==> src/rtl/rse_pkg.sv <==
package rse_pkg;
    typedef enum logic {
        PH_IDLE = 1'b0,
        PH_RUN  = 1'b1
    } rse_phase_e;
endpackage

==> src/rtl/rse_chain.sv <==
module rse_chain #(
    parameter int AW = 8,
    parameter int QW = 8
) (
    input  logic          c_i,
    input  logic [AW-1:0] a_i,
    input  logic [QW-1:0] q_i,
    output logic          c_o,
    output logic [AW-1:0] a_o,
    output logic [QW-1:0] q_o,
    output logic          q_zero_o
);
    localparam int CHW = 1 + AW + QW;

    logic [CHW-1:0] chain_cur;
    logic [CHW-1:0] chain_nxt;

    always_comb begin
        chain_cur = {c_i, a_i, q_i};
        chain_nxt = chain_cur >> 1;
        c_o       = chain_nxt[CHW-1];
        a_o       = chain_nxt[QW +: AW];
        q_o       = chain_nxt[QW-1:0];
        q_zero_o  = ~|chain_nxt[QW-1:0];
    end
endmodule

==> src/rtl/rse_compose.sv <==
module rse_compose #(
    parameter int AW   = 8,
    parameter int QW   = 8,
    parameter int CNTW = 4
) (
    input  logic [AW-1:0]    a_i,
    input  logic [QW-1:0]    q_i,
    input  logic [CNTW-1:0]  shifts_i,
    input  logic             early_i,
    output logic [AW+QW-1:0] res_o
);
    localparam int RW = AW + QW;

    logic [RW-1:0] widened;

    always_comb begin
        widened = {{QW{1'b0}}, a_i};
        if (early_i) begin
            res_o = widened << shifts_i;
        end else begin
            res_o = {a_i, q_i};
        end
    end
endmodule

==> src/rtl/rshift_early_exit.sv <==
module rshift_early_exit #(
    parameter int AW = 8,
    parameter int QW = 8
) (
    input  logic             clk_i,
    input  logic             rst_ni,
    input  logic             start_i,
    input  logic             step_i,
    input  logic             carry_i,
    input  logic [AW-1:0]    hi_i,
    input  logic [QW-1:0]    lo_i,
    output logic [AW+QW-1:0] res_o,
    output logic             done_o,
    output logic             busy_o
);
    import rse_pkg::*;

    localparam int RW   = AW + QW;
    localparam int CNTW = $clog2(QW + 1);

    typedef struct packed {
        rse_phase_e      phase;
        logic            done;
        logic [CNTW-1:0] left;
        logic            c;
        logic [AW-1:0]   a;
        logic [QW-1:0]   q;
        logic [RW-1:0]   res;
    } rse_state_t;

    rse_state_t st_d, st_q;

    logic            c_sh;
    logic [AW-1:0]   a_sh;
    logic [QW-1:0]   q_sh;
    logic            q_zero_sh;
    logic [CNTW-1:0] left_dec;
    logic [CNTW-1:0] shifts_done;
    logic            early_end;
    logic [RW-1:0]   res_build;

    rse_chain #(.AW(AW), .QW(QW)) u_chain (
        .c_i      (st_q.c),
        .a_i      (st_q.a),
        .q_i      (st_q.q),
        .c_o      (c_sh),
        .a_o      (a_sh),
        .q_o      (q_sh),
        .q_zero_o (q_zero_sh)
    );

    always_comb begin
        left_dec    = st_q.left - CNTW'(1);
        shifts_done = CNTW'(QW) - left_dec;
        early_end   = (left_dec != '0);
    end

    rse_compose #(.AW(AW), .QW(QW), .CNTW(CNTW)) u_compose (
        .a_i      (a_sh),
        .q_i      (q_sh),
        .shifts_i (shifts_done),
        .early_i  (early_end),
        .res_o    (res_build)
    );

    always_comb begin
        st_d      = st_q;
        st_d.done = 1'b0;
        case (st_q.phase)
            PH_IDLE: begin
                if (start_i) begin
                    st_d.phase = PH_RUN;
                    st_d.left  = CNTW'(QW);
                    st_d.c     = carry_i;
                    st_d.a     = hi_i;
                    st_d.q     = lo_i;
                end
            end
            PH_RUN: begin
                if (step_i) begin
                    st_d.c    = c_sh;
                    st_d.a    = a_sh;
                    st_d.q    = q_sh;
                    st_d.left = left_dec;
                    if ((left_dec == '0) || q_zero_sh) begin
                        st_d.phase = PH_IDLE;
                        st_d.done  = 1'b1;
                        st_d.res   = res_build;
                    end
                end
            end
            default: st_d.phase = PH_IDLE;
        endcase
    end

    always_ff @(posedge clk_i) begin
        if (!rst_ni) begin
            st_q <= '{phase: PH_IDLE, done: 1'b0, left: '0, c: 1'b0,
                      a: '0, q: '0, res: '0};
        end else begin
            st_q <= st_d;
        end
    end

    assign res_o  = st_q.res;
    assign done_o = st_q.done;
    assign busy_o = (st_q.phase == PH_RUN);
endmodule

==> config.mk <==
export PLATFORM = sky130hd
export DESIGN_NAME = rshift_early_exit
export DESIGN_NICKNAME = d
export VERILOG_FILES = /design/src/rtl/rse_pkg.sv /design/src/rtl/rse_chain.sv /design/src/rtl/rse_compose.sv /design/src/rtl/rshift_early_exit.sv
export SDC_FILE = /design/constraint.sdc
export NUM_CORES = 1
export LEC_CHECK = 0
export CORE_ASPECT_RATIO = 1.1
export CORE_UTILIZATION = 30
export CTS_BUF_LIST = sky130_fd_sc_hd__clkbuf_4
export CTS_CLUSTER_SIZE = 40
export DETAILED_ROUTE_END_ITERATION = 7
export GPL_TIMING_DRIVEN = 0
export PLACE_DENSITY = 0.55
export SYNTH_ARGS = -nofsm -noshare
export SYNTH_HDL_FRONTEND = slang
export SYNTH_HIERARCHICAL = 1
export SYNTH_SLANG_ARGS = --single-unit
==> constraint.sdc <==
create_clock -name clk_i -period 2.8 [get_ports clk_i]
set_clock_uncertainty 0.1 [all_clocks]
set_input_delay 0.84 -clock clk_i [delete_from_list [all_inputs] [get_ports clk_i]]
set_output_delay 0.84 -clock clk_i [all_outputs]
set_load 0.02 [all_outputs]
# Word-level counts from Yosys, hierarchy flattened
# Index checks and enable logic that the tools add are counted.
[word_totals]
wordCells = 29
regBits = 39
output_inout_bits = 18
input_bits = 21
[classes]
shift = 1
reduce_logical = 8
n_bitwise = 1
muxes = 8
addsub = 2
n_eq_ne = 2
[ops]
columns = ["op", "count"]
rows = [
  ["$pmux W21 S2", 1],
  ["$mux W39", 1],
  ["$mux W16", 2],
  ["$mux W21", 1],
  ["$shl A8 B4 Y16", 1],
  ["$reduce_or A8 Y1", 1],
  ["$reduce_and A3 Y1", 2],
  ["$logic_not A4 Y1", 1],
  ["$ne A2 B2 Y1 const B", 2],
  ["$reduce_bool A4 Y1", 1],
  ["$sub A4 B1 Y4 const B", 1],
  ["$sub A4 B4 Y4 const A", 1],
  ["$mux W2", 1],
  ["$pmux W1 S2", 1],
  ["$reduce_and A2 Y1", 1],
  ["$logic_not A1 Y1", 1],
  ["$logic_or A1 B1 Y1", 1],
  ["$mux W1", 1],
  ["$not A1 Y1", 1],
]

# Longest topological paths before layout
[depth]
ltp_word = 7
mapped_depth = 13

# Cells and area by module
# Netlist, hierarchy kept.
[modules_own_cells]
columns = ["module", "cells_per_inst", "area_each_um2", "seq_area_each_um2", "instances"]
rows = [
  ["rshift_early_exit", 211, 1798.0, 780.7, 1],
  ["rse_compose", 99, 644.4, 0.0, 1],
  ["rse_chain", 21, 150.1, 0.0, 1],
]

# Worst setup path before layout
# OpenSTA, ideal clock, no wires.
[synth_timing]
path_kind = "register -> register"
startpoint = "register st_q[33] (netlist name)"
endpoint = "register st_q (netlist bit res_o[11])"
path_stages_with_launch = 11
slack_ns = 0.387
required_ns = 2.628
t_arrival_ns = 2.242
n_path_buf = 0
setup_time_ns = 0.072
synth_period_minus_slack_ns = 2.413
cell_sequence = "dfxtp_1 inv_1 ha_1 xnor2_1 a31oi_1 xnor2_1 nor2b_1 o211ai_1 a31oi_1 nand2_1 mux2i_1"
[synth_between]
elab_chain_len = 4
word_cells_on_any_way = 8
cone_classes = "add/sub (2); shift (1); mux (1); reduce/logical (4)"
[synth_rtl]
columns = ["item", "line_no", "text"]
rows = [
  ["from (decl)", "rshift_early_exit.sv:31", "rse_state_t st_d, st_q;"],
  ["from (signal assigned)", "rshift_early_exit.sv:98", "st_q <= '{phase: PH_IDLE, done: 1'b0, left: '0, c: 1'b0,"],
  ["from (signal assigned)", "rshift_early_exit.sv:101", "st_q <= st_d;"],
  ["$sub A4 B1 Y4", "rshift_early_exit.sv:53", "left_dec = st_q.left - CNTW'(1);"],
  ["net left_dec[0]", "rshift_early_exit.sv:37", "logic [CNTW-1:0] left_dec;"],
  ["$sub A4 B4 Y4", "rshift_early_exit.sv:54", "shifts_done = CNTW'(QW) - left_dec;"],
  ["net shifts_done[3]", "rshift_early_exit.sv:38", "logic [CNTW-1:0] shifts_done;"],
  ["$shl A8 B4 Y16", "rse_compose.sv:19", "res_o = widened << shifts_i;"],
  ["$mux W16", "rse_compose.sv:18", "if (early_i) begin"],
  ["net res_build[11]", "rshift_early_exit.sv:40", "logic [RW-1:0] res_build;"],
]
# The timed path passes the listed nets, and every way through them passes these cells.
# A chain may end at the register's enable or synchronous reset.

# Worst setup path after layout
[layout_timing]
startpoint = "register st_q[33] (netlist name)"
endpoint = "register st_q (netlist bit res_o[14])"
# Same word-level chain as after synthesis.

==> qor.yml <==
status: "complete, no violations"
slew_headroom_pct: 63.5
cp.arrival_ns: 2.73
grt_pass1_vias: 2247
cts_root_buf: "clkbuf_4"
gp_congestion: 0.877
drive_above_1_share_pct: 17.3
hold-worst-slack_ns: 0.363
crit_required_ns: 2.95
yosys_warnings: 6
maxCapViolCount: 0
p_leak_uw: 0.00137
grt_pass1_wl_mm: 10.9
antennaDiodeCount: 0
clkTransAtPathRegs_ns: 0.12
max_freq_mhz: 388
dpl.cell_count: 471
die_area_mm2: 0.00889
ir_drop_mv: 0.158
routed_wirelength_mm: 6.45
die_w_um: 90.0
min_path_type: "reg -> reg"
cts_buffers: 5
finish.net_count: 394
fin_cells: 479
io_buffers: 36
cts.sinks: 38
cts_buffer_depth: 2
nFillCells: 877
setup-tns-final_ns: 0
regArea_um2: 762
htreeDepth: 2
rows: 34
first_iter_violations: 159
p_total_uw: 1420
fin_crit_sh_pct: 91.9
multi_input_area_mm2: 0.00135
tritoncts: "done"
clkPwrFrac_pct: 26.3
vias: 2281
power_density_mw_per_mm2: 450
area.growth.synth_to_final_pct: 23.1
design_area_mm2: 0.00315
synthCells: 327
start_kind: "flip-flop"
antenna_found_initial: 0
drc: 0
drv_slew: 0
min_period_ns: 2.57
rsz0062_at_grt: "no"
setup_violations: 0
internal_power_uw: 950
vias_per_cell: 4.76
clk_latency_ns: 0.36
dp_hpwl_mm: 4.96
initial_core_util_pct: 31.6
grt_overflow: 0
num_io_pins: 39
grt_start_max_net_pins: 12
swShare_pct: 33.0
worstMarginPinSlew_ns: 0.547
wl_per_cell_um: 13.5
crit_path_end_kind: "flip-flop"
p_sw_uw: 467
die_h_um: 98.8
reg2reg_setup_slack_ns: 0.23
hold_viol_final: 0
pwr-share-seq_pct: 41.1
crit_type: "reg -> reg"
grt_util_all_layers_pct: 15.2
drt_pass1_iterations: 4
placed_area_mm2: 0.00305
syn_avg_cell_area_um2: 7.82
core_mm2: 0.00808
synth_fp_nets: 350
syn_area_mm2: 0.00256
detail-route-antenna-nets: 0
cp_max_fo: 7
pwr-share-comb_pct: 32.7
state kept, by name (all words and copies together) (netlist names):
register,flops
busy_o,1
done_o,1
st_q,20
res_o,16
final timing paths:
kind | from | end | cells past startpoint
worst min register to register | st_q[25] | st_q[25] | 2
worst max-delay path | st_q[33] | res_o[14] | 11
worst min-delay path | st_q[25] | st_q[25] | 2
worst max register to register | st_q[33] | res_o[14] | 11
worst max-delay path: stages (launching register included):
cell and delay [ns]:
dfxtp_2 0.41, inv_1 0.14, ha_1 0.29, xnor2_1 0.22, xor2_1 0.17, buf_4 0.17
mux2i_1 0.21, o22ai_1 0.11, mux2i_1 0.27, o221ai_1 0.21, nand2_1 0.11, mux2i_1 0.07
power by group through the flow:
stage,clock [uW],sequential (uW),combinational (uW)
floorplan,0,592,325
global placement,0,594,452
detailed placement,0,594,448
CTS,388,582,452
global route,411,586,505
finish,372,582,463
cells in the final DEF, fill, tap and decap left out, drive strengths merged, types with 2 or more instances in the layout:
cell type,count
a21oi,23
a22oi,16
a31oi,7
and2,3
buf,42
clkbuf,20
clkdlybuf4s50,36
clkinv,2
dfxtp,38
ha,2
inv,13
mux2i,27
nand2,66
nand3,4
nand3b,2
nand4,3
nor2,17
nor2b,4
nor3,2
nor3b,2
o211ai,2
o21ai,9
o22ai,8
or4,2
xnor2,2
xor2,2
repair_timing:
action / CTS / global route
hold buffers: 0 / 0
setup buffers: 0 / 1
setup endpoints to repair: 6 / 11
resized for setup: 1 / 6
pin swaps: 0 / 1
final cells by class:
class | count | area share (%)
timing repair buffer | 37 | 11.7
inverter | 14 | 1.67
clock inverter | 2 | 1.07
multi-input combinational | 219 | 43.0
clock buffer | 5 | 1.19
tap | 108 | 4.29
sequential | 38 | 24.2
buffer | 56 | 12.8
per-layer routing:
metal	GRT usage, %	up-vias	wire (um)
met4	4.59	0	64
met1	20.0	1030	3040
met3	2.31	7	310
met2	25.7	60	3030
li1	-	1184	-
met5	0	-	0
metrics by stage:
step	utilization, %	setup WS (ns)
after global placement	37.8	-0.196
final	38.9	0.225
after floorplan	-	0.387
after detailed placement	37.8	-0.136
after global routing	38.9	0.0799
after CTS	38.7	0.0206
(Power assumes the default switching activity.)
